$ cat src/rtl/tdm_pkg.sv
`timescale 1ns/1ps
package tdm_pkg;
  localparam int unsigned BYTE_W    = 8;
  localparam int unsigned BIT_IDX_W = 3;
  localparam logic [BYTE_W-1:0] FILL_BYTE = 8'hFF;
endpackage

$ cat src/rtl/tdm_sync.sv
`timescale 1ns/1ps
module tdm_sync #(
  parameter int unsigned WIDTH   = 3,
  parameter int unsigned STAGES  = 2,
  parameter logic [WIDTH-1:0] RST_VAL = '0
) (
  input  logic             clk_i,
  input  logic             rst_ni,
  input  logic [WIDTH-1:0] d_i,
  output logic [WIDTH-1:0] q_o
);
  logic [WIDTH-1:0] stage_q [STAGES];

  for (genvar g = 0; g < STAGES; g++) begin : g_stage
    always_ff @(posedge clk_i or negedge rst_ni) begin
      if (!rst_ni) stage_q[g] <= RST_VAL;
      else if (g == 0) stage_q[g] <= d_i;
      else stage_q[g] <= stage_q[(g > 0) ? g-1 : 0];
    end
  end

  assign q_o = stage_q[STAGES-1];
endmodule

$ cat src/rtl/tdm_frame.sv
`timescale 1ns/1ps
module tdm_frame
  import tdm_pkg::*;
#(
  parameter int unsigned SLOTS_MAX = 128,
  localparam int unsigned SLOT_W = $clog2(SLOTS_MAX),
  localparam int unsigned POS_W  = SLOT_W + BIT_IDX_W
) (
  input  logic                 clk_i,
  input  logic                 rst_ni,
  input  logic                 rise_i,
  input  logic                 fall_i,
  input  logic                 ext_fs_i,
  input  logic                 fs_i,
  input  logic [SLOT_W-1:0]    last_slot_i,
  output logic [SLOT_W-1:0]    cur_slot_o,
  output logic [BIT_IDX_W-1:0] cur_bit_o,
  output logic [SLOT_W-1:0]    nxt_slot_o,
  output logic [BIT_IDX_W-1:0] nxt_bit_o,
  output logic                 fs_o
);
  logic [POS_W-1:0] pos_q, cur_pos, last_pos;
  logic             fs_q;

  assign last_pos = {last_slot_i, {BIT_IDX_W{1'b1}}};
  // external pulse forces this bit to be slot 0 bit 0
  assign cur_pos  = (ext_fs_i && fs_i) ? '0 : pos_q;

  always_ff @(posedge clk_i or negedge rst_ni) begin
    if (!rst_ni) begin
      pos_q <= '0;
      fs_q  <= 1'b0;
    end else begin
      if (rise_i) pos_q <= (cur_pos >= last_pos) ? '0 : cur_pos + 1'b1;
      if (fall_i) fs_q  <= !ext_fs_i && (pos_q == '0);
    end
  end

  assign cur_slot_o = cur_pos[POS_W-1:BIT_IDX_W];
  assign cur_bit_o  = cur_pos[BIT_IDX_W-1:0];
  assign nxt_slot_o = pos_q[POS_W-1:BIT_IDX_W];
  assign nxt_bit_o  = pos_q[BIT_IDX_W-1:0];
  assign fs_o       = fs_q;
endmodule

$ cat src/rtl/tdm_rx.sv
`timescale 1ns/1ps
module tdm_rx
  import tdm_pkg::*;
#(
  parameter int unsigned SLOTS_MAX = 128,
  localparam int unsigned SLOT_W = $clog2(SLOTS_MAX)
) (
  input  logic                 clk_i,
  input  logic                 rst_ni,
  input  logic                 rise_i,
  input  logic                 sd_i,
  input  logic [SLOT_W-1:0]    slot_i,
  input  logic [BIT_IDX_W-1:0] bit_i,
  input  logic [SLOTS_MAX-1:0] mask_i,
  input  logic                 ready_i,
  output logic [BYTE_W-1:0]    data_o,
  output logic [SLOT_W-1:0]    slot_o,
  output logic                 valid_o,
  output logic                 overrun_o
);
  logic [BYTE_W-2:0] sh_q;
  logic              last_bit;

  assign last_bit = (bit_i == {BIT_IDX_W{1'b1}});

  always_ff @(posedge clk_i or negedge rst_ni) begin
    if (!rst_ni) begin
      sh_q      <= '0;
      data_o    <= '0;
      slot_o    <= '0;
      valid_o   <= 1'b0;
      overrun_o <= 1'b0;
    end else begin
      valid_o <= 1'b0;
      if (rise_i) begin
        sh_q <= {sh_q[BYTE_W-3:0], sd_i};
        if (last_bit && mask_i[slot_i]) begin
          data_o  <= {sh_q, sd_i};
          slot_o  <= slot_i;
          valid_o <= 1'b1;
        end
      end
      if (valid_o && !ready_i) overrun_o <= 1'b1;
    end
  end
endmodule

$ cat src/rtl/tdm_tx.sv
`timescale 1ns/1ps
module tdm_tx
  import tdm_pkg::*;
#(
  parameter int unsigned SLOTS_MAX = 128,
  localparam int unsigned SLOT_W = $clog2(SLOTS_MAX)
) (
  input  logic                 clk_i,
  input  logic                 rst_ni,
  input  logic                 fall_i,
  input  logic [SLOT_W-1:0]    slot_i,
  input  logic [BIT_IDX_W-1:0] bit_i,
  input  logic [SLOTS_MAX-1:0] mask_i,
  input  logic [BYTE_W-1:0]    data_i,
  input  logic                 valid_i,
  output logic                 ready_o,
  output logic                 sd_o,
  output logic                 oe_o,
  output logic                 underrun_o
);
  logic [BYTE_W-2:0] sh_q;
  logic [BYTE_W-1:0] load_byte;
  logic              active, first_bit;

  assign active    = mask_i[slot_i];
  assign first_bit = (bit_i == '0);
  assign ready_o   = fall_i && active && first_bit;
  assign load_byte = valid_i ? data_i : FILL_BYTE;

  always_ff @(posedge clk_i or negedge rst_ni) begin
    if (!rst_ni) begin
      sh_q       <= '0;
      sd_o       <= 1'b0;
      oe_o       <= 1'b0;
      underrun_o <= 1'b0;
    end else if (fall_i) begin
      if (!active) begin
        sd_o <= 1'b0;
        oe_o <= 1'b0;
      end else if (first_bit) begin
        sd_o <= load_byte[BYTE_W-1];
        sh_q <= load_byte[BYTE_W-2:0];
        oe_o <= 1'b1;
        if (!valid_i) underrun_o <= 1'b1;
      end else begin
        sd_o <= sh_q[BYTE_W-2];
        sh_q <= {sh_q[BYTE_W-3:0], 1'b0};
        oe_o <= 1'b1;
      end
    end
  end
endmodule

$ cat src/rtl/tdm_port.sv
`timescale 1ns/1ps
module tdm_port
  import tdm_pkg::*;
#(
  parameter int unsigned SLOTS_MAX   = 128,
  parameter int unsigned SYNC_STAGES = 2,
  localparam int unsigned SLOT_W = $clog2(SLOTS_MAX)
) (
  input  logic                 clk_i,
  input  logic                 rst_ni,
  input  logic                 cfg_ext_fs_i,
  input  logic [SLOT_W-1:0]    cfg_last_slot_i,
  input  logic [SLOTS_MAX-1:0] rx_mask_i,
  input  logic [SLOTS_MAX-1:0] tx_mask_i,
  input  logic                 sclk_i,
  input  logic                 fs_i,
  input  logic                 sd_i,
  output logic                 fs_o,
  output logic                 sd_o,
  output logic                 sd_oe_o,
  output logic [BYTE_W-1:0]    rx_data_o,
  output logic [SLOT_W-1:0]    rx_slot_o,
  output logic                 rx_valid_o,
  input  logic                 rx_ready_i,
  input  logic [BYTE_W-1:0]    tx_data_i,
  input  logic                 tx_valid_i,
  output logic                 tx_ready_o,
  output logic                 overrun_o,
  output logic                 underrun_o
);
  logic [2:0]           pins_s;
  logic                 sclk_s, fs_s, sd_s, sclk_prev_q;
  logic                 rise, fall;
  logic [SLOT_W-1:0]    cur_slot, nxt_slot;
  logic [BIT_IDX_W-1:0] cur_bit, nxt_bit;

  // bit clock idles high: reset its stages to 1 so release makes no edge
  tdm_sync #(.WIDTH(3), .STAGES(SYNC_STAGES), .RST_VAL(3'b001)) u_sync (
    .clk_i (clk_i),
    .rst_ni(rst_ni),
    .d_i   ({fs_i, sd_i, sclk_i}),
    .q_o   (pins_s)
  );
  assign {fs_s, sd_s, sclk_s} = pins_s;

  always_ff @(posedge clk_i or negedge rst_ni) begin
    if (!rst_ni) sclk_prev_q <= 1'b1;
    else         sclk_prev_q <= sclk_s;
  end
  assign rise = sclk_s && !sclk_prev_q;
  assign fall = !sclk_s && sclk_prev_q;

  tdm_frame #(.SLOTS_MAX(SLOTS_MAX)) u_frame (
    .clk_i      (clk_i),
    .rst_ni     (rst_ni),
    .rise_i     (rise),
    .fall_i     (fall),
    .ext_fs_i   (cfg_ext_fs_i),
    .fs_i       (fs_s),
    .last_slot_i(cfg_last_slot_i),
    .cur_slot_o (cur_slot),
    .cur_bit_o  (cur_bit),
    .nxt_slot_o (nxt_slot),
    .nxt_bit_o  (nxt_bit),
    .fs_o       (fs_o)
  );

  tdm_rx #(.SLOTS_MAX(SLOTS_MAX)) u_rx (
    .clk_i    (clk_i),
    .rst_ni   (rst_ni),
    .rise_i   (rise),
    .sd_i     (sd_s),
    .slot_i   (cur_slot),
    .bit_i    (cur_bit),
    .mask_i   (rx_mask_i),
    .ready_i  (rx_ready_i),
    .data_o   (rx_data_o),
    .slot_o   (rx_slot_o),
    .valid_o  (rx_valid_o),
    .overrun_o(overrun_o)
  );

  tdm_tx #(.SLOTS_MAX(SLOTS_MAX)) u_tx (
    .clk_i     (clk_i),
    .rst_ni    (rst_ni),
    .fall_i    (fall),
    .slot_i    (nxt_slot),
    .bit_i     (nxt_bit),
    .mask_i    (tx_mask_i),
    .data_i    (tx_data_i),
    .valid_i   (tx_valid_i),
    .ready_o   (tx_ready_o),
    .sd_o      (sd_o),
    .oe_o      (sd_oe_o),
    .underrun_o(underrun_o)
  );
endmodule

$ cat config.mk
export PLATFORM = sky130hd
export DESIGN_NAME = tdm_port
export DESIGN_NICKNAME = d
export VERILOG_FILES = /design/src/rtl/tdm_pkg.sv /design/src/rtl/tdm_sync.sv /design/src/rtl/tdm_frame.sv /design/src/rtl/tdm_rx.sv /design/src/rtl/tdm_tx.sv /design/src/rtl/tdm_port.sv
export SDC_FILE = /design/constraint.sdc
export NUM_CORES = 1
export LEC_CHECK = 0
export BUFFER_PORTS_ARGS = -buffer_cell sky130_fd_sc_hd__buf_2
export CAP_MARGIN = 5
export CORE_AREA = 2 2 116 118
export DETAILED_ROUTE_END_ITERATION = 8
export DIE_AREA = 0 0 118 120
export PLACE_DENSITY_LB_ADDON = 0.1
export SYNTH_ARGS = -nofsm -noshare
export SYNTH_HDL_FRONTEND = slang
export SYNTH_HIERARCHICAL = 1
export SYNTH_SLANG_ARGS = --single-unit
export TNS_END_PERCENT = 100
$ cat constraint.sdc
create_clock -name clk_i -period 4.15 [get_ports clk_i]
set_input_delay 0.83 -clock clk_i [delete_from_list [all_inputs] [get_ports clk_i]]
set_output_delay 0.83 -clock clk_i [all_outputs]
set_load 0.03 [all_outputs]
; Word level (Yosys, flattened, before mapping)
; Cells that the tools add are included.
; W data, S select, Z words.
[totals]
wordCells = 50
output_inout_bits = 22
in_bits = 279
regBits = 52
[classes]
add_sub_neg = 1
bitwise = 1
reduce_logical = 17
order_cmp = 3
n_mux = 13
eq_ne = 1
[ops]
columns = operator, n
row1 = $mux W10, 2
row2 = $lt A7 B8 Y1 const B, 2
row3 = $bmux W1 S7, 2
row4 = $add A10 B1 Y10 const B, 1
row5 = $ge A10 B10 Y1, 1
row6 = $logic_not A10 Y1, 1
row7 = $logic_and A1 B1 Y1, 8
row8 = $mux W8, 1
row9 = $mux W1, 7
row10 = $mux W7, 1
row11 = $logic_not A1 Y1, 4
row12 = $reduce_and A2 Y1, 2
row13 = $reduce_and A4 Y1, 1
row14 = $eq A3 B3 Y1 const B, 1
row15 = $logic_not A3 Y1, 1
row16 = $not A1 Y1, 1

; Depth between registers and ports, before layout
; Gate-level depths: netlist (run 1).
[logic_depth]
ltp_word = 7
mapped_depth = 14
depth_no_buf = 9

; By module
; The synthesis (run 1) kept the hierarchy.
[modules_own_cells]
columns = mod, seq_area_each_um2, cells_each, n_inst, area_per_inst_um2
row1 = tdm_rx, 600.6, 147, 1, 2285.9
row2 = tdm_tx, 250.2, 166, 1, 1754.2
row3 = tdm_frame, 275.3, 89, 1, 820.8
row4 = tdm_sync, 152.6, 9, 1, 175.2
row5 = tdm_port, 26.3, 3, 1, 41.3

; Worst setup path after synthesis (run 1)
; No wires, ideal clock.
[synth_timing]
path_type = input to register
startpoint = input port cfg_ext_fs_i
endpoint = register u_rx.data_o[4]
path_slack_ns = 0.627
setup_ns = 0.125
path_buffers = 5
required_ns = 4.025
t_arrival_ns = 3.398
path_stages = 13
cell_sequence = nand2_1 clkbuf_1 and2_1 buf_6 buf_12 buf_6 nor2b_1 nand2_1 a311o_2 and3_4 a2111oi_4 buf_8 mux2_4
[synth_via]
elab_chain_cells = 6
elab_cells_between_ends = 7
cone_classes = 1 x eq/ne / 3 x mux / 3 x reduce/logical
[synth_rtl]
columns = item, line
row1 = from (decl), tdm_port.sv:11  ; input logic cfg_ext_fs_i,
row2 = $logic_and A1 B1 Y1, tdm_frame.sv:27  ; assign cur_pos = (ext_fs_i && fs_i) ? '0 : pos_q;
row3 = $mux W10, tdm_frame.sv:27
row4 = named net cur_slot[0], tdm_port.sv:34  ; logic [SLOT_W-1:0] cur_slot, nxt_slot;
row5 = $bmux W1 S7, tdm_rx.sv:37  ; if (last_bit && mask_i[slot_i]) begin
row6 = $mux W1 (not written as such), tdm_rx.sv:37
row7 = $logic_and A1 B1 Y1, tdm_rx.sv:37
row8 = $reduce_and A2 Y1 (no source line), --
row9 = to (signal assigned), tdm_rx.sv:38  ; data_o <= {sh_q, sd_i};
row10 = to (decl), tdm_rx.sv:16  ; output logic [BYTE_W-1:0] data_o,
; The timed path passes the listed nets, and every way through them passes these cells. The select of a mux whose other input is x is not followed.
; A chain may end at the register's enable or synchronous reset.

; Worst setup path in the final report (run 1)
[layout_timing]
startpoint = register u_frame.pos_q[4]
endpoint = output port tx_ready_o
[layout_via]
elab_chain_cells = 4
[layout_rtl]
columns = item, line
row1 = from (decl), tdm_frame.sv:22  ; logic [POS_W-1:0] pos_q, cur_pos, last_pos;
row2 = from (signal assigned), tdm_frame.sv:34  ; if (rise_i) pos_q <= (cur_pos >= last_pos) ? '0 : cur_pos + 1'b1;
row3 = $bmux W1 S7, tdm_tx.sv:25  ; assign active = mask_i[slot_i];
row4 = $mux W1 (not written as such), tdm_tx.sv:25
row5 = $logic_and A1 B1 Y1 (2 in a row), tdm_tx.sv:27  ; assign ready_o = fall_i && active && first_bit;
row6 = to (decl), tdm_port.sv:27  ; output logic tx_ready_o,
; Every way passes these cells. The select of a mux whose other input is x is not followed.

==> impl_metrics.py, run 1 <==
metrics = {
    "outcome": {
        "outcome": "complete, no violations",
    },
    "clocking": {
        "holdBufCountCts": 0,
        "cts_buffers": 5,
        "post_cts_buffers": 0,
        "ctsResizeCount": 0,
        "cts.sinks": 52,
        "clock_latency_ns": 0.29,
        "clock-root-buffer": "clkbuf_16",
        "clk_pin_slew_ns": 0.07,
        "htree_levels": 2,
        "cts_tree": "built",
        "cts_buffer_depth": 2,
    },
    "flow_run": {
        "maxCapViolCount": 0,
    },
    "synthesis": {
        "synth_cell_types": 76,
        "netlist_area_mm2": 0.00508,
        "synthCells": 414,
        "yosysTopAreaCellShare_pct": 24.1,
        "synthTopCellsByArea": "dfrtp_1 (24%), mux4_2 (16%), mux4_1 (10%)",
        "synth_edf_count": 0,
        "async_flop_share_pct": 100,
        "synth-seq-area-share_pct": 25.7,
        "syn_nets": 698,
        "ys_ff_latch": 52,
        "yosysWarnings": 6,
        "ys.flop_type": "dfrtp_1",
        "synth_area_per_cell_um2": 12.3,
        "synth_top_area_cell": "dfrtp_1",
    },
    "drt": {
        "drc": 0,
        "num_vias": 4668,
        "wirelength_mm": 15.1,
        "first_iter_violations": 242,
        "first_pass_iters": 4,
        "ant_nets": 0,
        "avgViaCountPerCell": 5.29,
        "wl_per_cell_um": 17.1,
    },
    "global_routing": {
        "grt_pass1_wl_mm": 23.8,
        "antenna_found_initial": 2,
        "overflow": 0,
        "grt_max_degree": 31,
        "grt_use_total_pct": 20.8,
        "grt_pass1_vias": 4823,
    },
    "die": {
        "die_h_um": 120,
        "die_area_mm2": 0.0142,
        "boundaryPins": 301,
        "rows": 42,
        "fp.coreArea_mm2": 0.0130,
        "initial_core_util_pct": 39.1,
        "fp.dieW_um": 118,
    },
    "timing": {
        "max_freq_ghz": 0.260,
        "worstMarginPinSlew_ns": 0.755,
        "hold_viol": 0,
        "worst_clock_skew_ns": 0.00604,
        "post-route-period-util_pct": 92.7,
        "rsz0062_at_grt": "no",
        "maxSlewHeadroom_pct": 49.7,
        "finalCriticalPeriod_ns": 3.85,
        "holdWs_ns": 0.353,
        "setup_viol": 0,
        "finalMaxSlewViolations": 0,
        "setup_tns_ns": 0,
    },
    "placement": {
        "hpwl_mm": 12.7,
        "numPortBuffers": 300,
        "gp_congestion": 0.824,
    },
    "critical_path": {
        "max_stage_delay_ns": 0.74,
        "end_kind": "output port",
        "r2r_start": "u_frame/pos_q[3]",
        "worst-setup-path-type": "flip-flop to output port",
        "crit_family": "flip-flops",
        "r2r_setup_slack_ns": 0.56,
        "path_max_fanout": 26,
        "worstPathCellList": "buf_4, mux4_2, nor2b_1, a2111oi_0, nor4_1, nor4_2, nor2_1, buf_2",
        "path_buf_inv": 2,
        "cp.arrival_ns": 3.02,
        "cp-startpoint": "u_frame/pos_q[4]",
        "cp.required_ns": 3.32,
        "cp_slowest_cell": "dfrtp_2",
        "startpoint_type": "flip-flop",
    },
    "finish": {
        "areaGrowthSynthToFinish_pct": 33.5,
        "final_cell_mix": "buf_2 (300), dfrtp_1 (48), mux4_2 (35)",
        "drive_gt1_share_pct": 59.3,
        "finalNetCount": 988,
        "seq_area_mm2": 0.00131,
        "layout_commonest_cell": "buf_2",
        "multi_input_area_mm2": 0.00333,
        "nFillCells": 1157,
    },
    "worst_hold_path": {
        "worstHoldStart": "u_sync/stage_q[4]",
        "hp-class": "flip-flop to flip-flop",
    },
    "pwr": {
        "leakagePower_nw": 3.20,
        "powerDensity_mw_per_mm2": 433,
        "design_power_total_mw": 2.94,
        "vdd_ir_drop_max_mv": 0.206,
    },
}
cell usage after synthesis (4+ instances only):
| cell | count |
|---|---|
| nor3_1 | 4 |
| nor2b_1 | 9 |
| mux2_2 | 17 |
| buf_6 | 8 |
| mux2_4 | 15 |
| inv_1 | 25 |
| nand2_1 | 11 |
| o2bb2ai_1 | 6 |
| buf_4 | 7 |
| nand2b_1 | 8 |
| clkbuf_1 | 7 |
| nor2_1 | 19 |
| and3_1 | 4 |
| a22oi_1 | 5 |
| a21oi_1 | 6 |
| a31oi_1 | 11 |
| mux4_1 | 20 |
| mux4_2 | 35 |
| o21ai_0 | 4 |
| and2_1 | 10 |
| nand3_1 | 15 |
| clkbuf_8 | 5 |
| ha_1 | 5 |
| mux2i_1 | 32 |
| dfrtp_1 | 49 |
flip-flops by register name, summed over array words and instances, names as in the netlist, 3 cells and up:
signal	flops
u_rx/sh_q	7
u_sync/q_o	3
u_rx/data_o	8
u_tx/sh_q	7
u_frame/pos_q	10
u_rx/slot_o	7
u_sync/stage_q	3
per-stage QoR:
step	utilization, %	instances	setup WS, ns	instance area (µm²)
after floorplan	-	414	0.627	5080
after global placement	51.0	873	0.479	6620
after detailed placement	51.0	873	0.402	6620
after CTS	52.2	881	0.257	6770
after global routing	52.2	883	0.0631	6780
final	52.2	883	0.304	6780
power by group:
| part | total [mW] | internal, mW | switching [mW] |
|---|---|---|---|
| Clock | 0.418 | 0.229 | 0.189 |
| Combinational | 1.68 | 0.915 | 0.767 |
| Sequential | 0.835 | 0.655 | 0.180 |
path summary, 6_finish.rpt:
check                                  end  depth (start not counted)
hold reg to reg              u_sync/q_o[1]                          0
min in group asynchronous  u_tx/underrun_o                          1
setup / recovery                tx_ready_o                          8
max in group asynchronous    u_sync/q_o[0]                          2
hold / removal               u_sync/q_o[1]                          0
setup reg to reg            u_rx/slot_o[4]                         10
layer usage:
layer  vias up  GRT usage, %  routed length [µm]
met3        14          3.33                 954
li1       2225             -                   -
met2       213          40.0                8020
met1      2216          24.3                5920
met4         0          4.44                 199
met5         -             0                   0
cell type report:
type,count,area share (%)
timing repair buffer,318,24.5
sequential,52,19.3
antenna,2,0.0739
clock buffer,5,1.85
clock inverter,3,0.406
inverter,26,1.46
multi-input combinational,301,49.2
tap,176,3.25
kinds of logic (layout without fill, tap and decap cells):
| kind of cell | count (synthesis) | in the layout | synth area share, % |
|---|---|---|---|
| AND/OR/NAND/NOR | 101 | 101 | 11.2 |
| XOR/XNOR | 6 | 6 | 1.04 |
| flip-flops | 52 | 52 | 25.7 |
| adder cells (fa/ha/maj) | 6 | 6 | 1.43 |
| multiplexers | 119 | 119 | 40.4 |
| AO/OA/AOI/OAI | 69 | 69 | 11.6 |
| other | 0 | 2 | 0 |
| buffers and inverters | 61 | 352 | 8.70 |
Note: power is estimated with default switching activity, not from simulation.
==> inputs of run 2 (changes only) <==
==> constraint.sdc (replaced) <==
create_clock -name clk_i -period 4.15 [get_ports clk_i]
set_input_delay 1.245 -clock clk_i [delete_from_list [all_inputs] [get_ports clk_i]]
set_output_delay 1.245 -clock clk_i [all_outputs]
set_load 0.03 [all_outputs]
==> run 2 against run 1 <==
Power is 3.2% higher. Sequential share of layout area shrank 0.48 points. Highest routed layer unchanged. Hold slack improved by 0.0027 ns. The run now ends with negative setup slack left. Largest cell class unchanged.
==> impl_metrics.py, run 2 (synthesized netlist as in run 1, its figures left out) <==
metrics = {
    "outcome": {
        "outcome": "finished with violations",
        "violations": "negative setup slack",
    },
    "timing": {
        "setup_tns_ns": -0.127,
        "hold_viol": 0,
        "post-route-period-util_pct": 103,
        "maxSlewHeadroom_pct": 25.6,
        "fin_ws_ns": -0.127,
        "worst_clock_skew_ns": 0.00583,
        "finalMaxSlewViolations": 0,
        "finalCriticalPeriod_ns": 4.28,
        "worstMarginPinSlew_ns": 1.12,
        "max_freq_ghz": 0.234,
        "setup_viol": 1,
        "rsz0062_at_grt": "yes",
    },
    "die": {
        "die_area_mm2": 0.0142,
        "fp.coreArea_mm2": 0.0130,
        "initial_core_util_pct": 39.1,
        "boundaryPins": 301,
        "die_h_um": 120,
        "rows": 42,
        "fp.dieW_um": 118,
    },
    "critical_path": {
        "path_max_fanout": 2,
        "startpoint_type": "input port",
        "cp-endpoint": "tx_ready_o",
        "cp.arrival_ns": 3.03,
        "reg2reg_to": "u_rx/data_o[4]",
        "r2r_setup_slack_ns": 0.55,
        "worstRegToRegCells": 12,
        "end_kind": "output port",
        "r2r_start": "u_frame/pos_q[3]",
        "cp-startpoint": "tx_mask_i[22]",
        "worst-setup-path-type": "input port to output port",
        "cp.required_ns": 2.90,
    },
    "drt": {
        "wirelength_mm": 15.4,
        "drc": 0,
        "avgViaCountPerCell": 5.34,
        "ant_nets": 0,
        "first_iter_violations": 324,
        "wl_per_cell_um": 17.3,
        "first_pass_iters": 6,
        "num_vias": 4761,
    },
    "pwr": {
        "vdd_ir_drop_max_mv": 0.198,
        "powerDensity_mw_per_mm2": 436,
        "leakagePower_nw": 3.28,
    },
    "clocking": {
        "cts_buffers": 5,
        "clock-root-buffer": "clkbuf_16",
        "cts.sinks": 52,
        "htree_levels": 2,
        "cts_buffer_depth": 2,
        "holdBufCountCts": 0,
        "clock_latency_ns": 0.29,
        "clk_pin_slew_ns": 0.07,
        "cts_tree": "built",
    },
    "global_routing": {
        "grt_pass1_wl_mm": 25.0,
        "grt_max_degree": 51,
        "grt_pass1_vias": 5158,
        "antenna_found_initial": 0,
        "grt_use_total_pct": 21.6,
        "overflow": 0,
    },
    "finish": {
        "final_cell_mix": "buf_2 (291), dfrtp_1 (47), mux4_2 (36)",
        "areaGrowthSynthToFinish_pct": 37.0,
        "largest-register": "u_frame/pos_q",
        "fin_cells": 892,
        "layout_commonest_cell": "buf_2",
        "multi_input_area_mm2": 0.00336,
        "diodes": 0,
        "drive_gt1_share_pct": 61.0,
        "largest_register_ffs": 10,
        "seq_area_mm2": 0.00131,
        "finalNetCount": 999,
        "reg.largest.list": "u_frame/pos_q x10, u_rx/data_o x8",
        "nFillCells": 1207,
    },
    "placement": {
        "place_inst": 884,
        "hpwl_mm": 12.8,
        "gp_congestion": 0.847,
        "numPortBuffers": 300,
    },
    "worst_hold_path": {
        "worstHoldStart": "u_sync/stage_q[5]",
        "hp-class": "flip-flop to flip-flop",
        "hold_depth": 0,
    },
    "flow_run": {
        "maxCapViolCount": 0,
    },
}
## run 2: cell count changes in the layout (fill, tap and decap cells not counted), moves of 2 or more
cell     previous run  this run
buf_6               0         9
buf_4              16        26
buf_2             300       291
diode_2             2         0
## run 2: per-stage QoR
stage               area, µm²  setup WS, ns  hold slack, ns  power, mW  util [%]
finish                   6960        -0.127           0.356       3.03      53.6
global route             6960        -0.195           0.372       3.24      53.6
CTS                      6930        -0.159           0.363       3.06      53.4
detailed placement       6710        -0.235           0.342       2.60      51.7
global placement         6710        -0.207           0.332       2.56      51.7
floorplan                5080        0.0335           0.331       2.17         -
## run 2: worst max-delay path: stages
cell and delay (ns):
buf_2 0.10, mux4_1 0.54, mux2i_1 0.20, a22oi_1 0.12, and3_1 0.16, nor4_2 0.31, buf_4 0.18, nor2_4 0.03
buf_6 0.14
## run 2: how the worst min path moves through the flow
| stage | endpoint |
|---|---|
| after detailed placement | u_sync/q_o[2] |
| after floorplan | u_sync/q_o[1] |
| after global placement | u_sync/q_o[1] |
| final | u_sync/q_o[2] |
| after global routing | u_sync/q_o[1] |
| after CTS | u_sync/q_o[1] |
## run 2: metal layers
layer | GRT usage (%) | wire length [µm] | share of wire, %
met1 | 24.5 | 5880 | 38
met2 | 41.6 | 8210 | 53
met3 | 4.09 | 1030 | 6.7
met4 | 5.35 | 266 | 1.7
met5 | 0 | 0 | 0
## run 2: cell type report
class                   instances  share of cell area, %
clock buffers                   5                   1.80
clock inverters                 3                  0.396
inverters                      26                   1.42
multi-input cells             301                   48.4
flip-flops and latches         52                   18.8
well taps                     176                   3.17
repair buffers                329                   26.1
## run 2: power by group
part,leakage [nW],internal [mW],switching (mW)
clock,0.0719,0.229,0.192
combinational,2.56,0.976,0.797
sequential,0.650,0.656,0.180
total,3.28,1.86,1.17
## run 2: timing repair
item | CTS | global route
gates resized for setup | 13 | 7
pin swaps | 4 | 4
endpoints found under the setup margin | 1 | 1
setup buffers | 0 | 0
cloned | 0 | 0
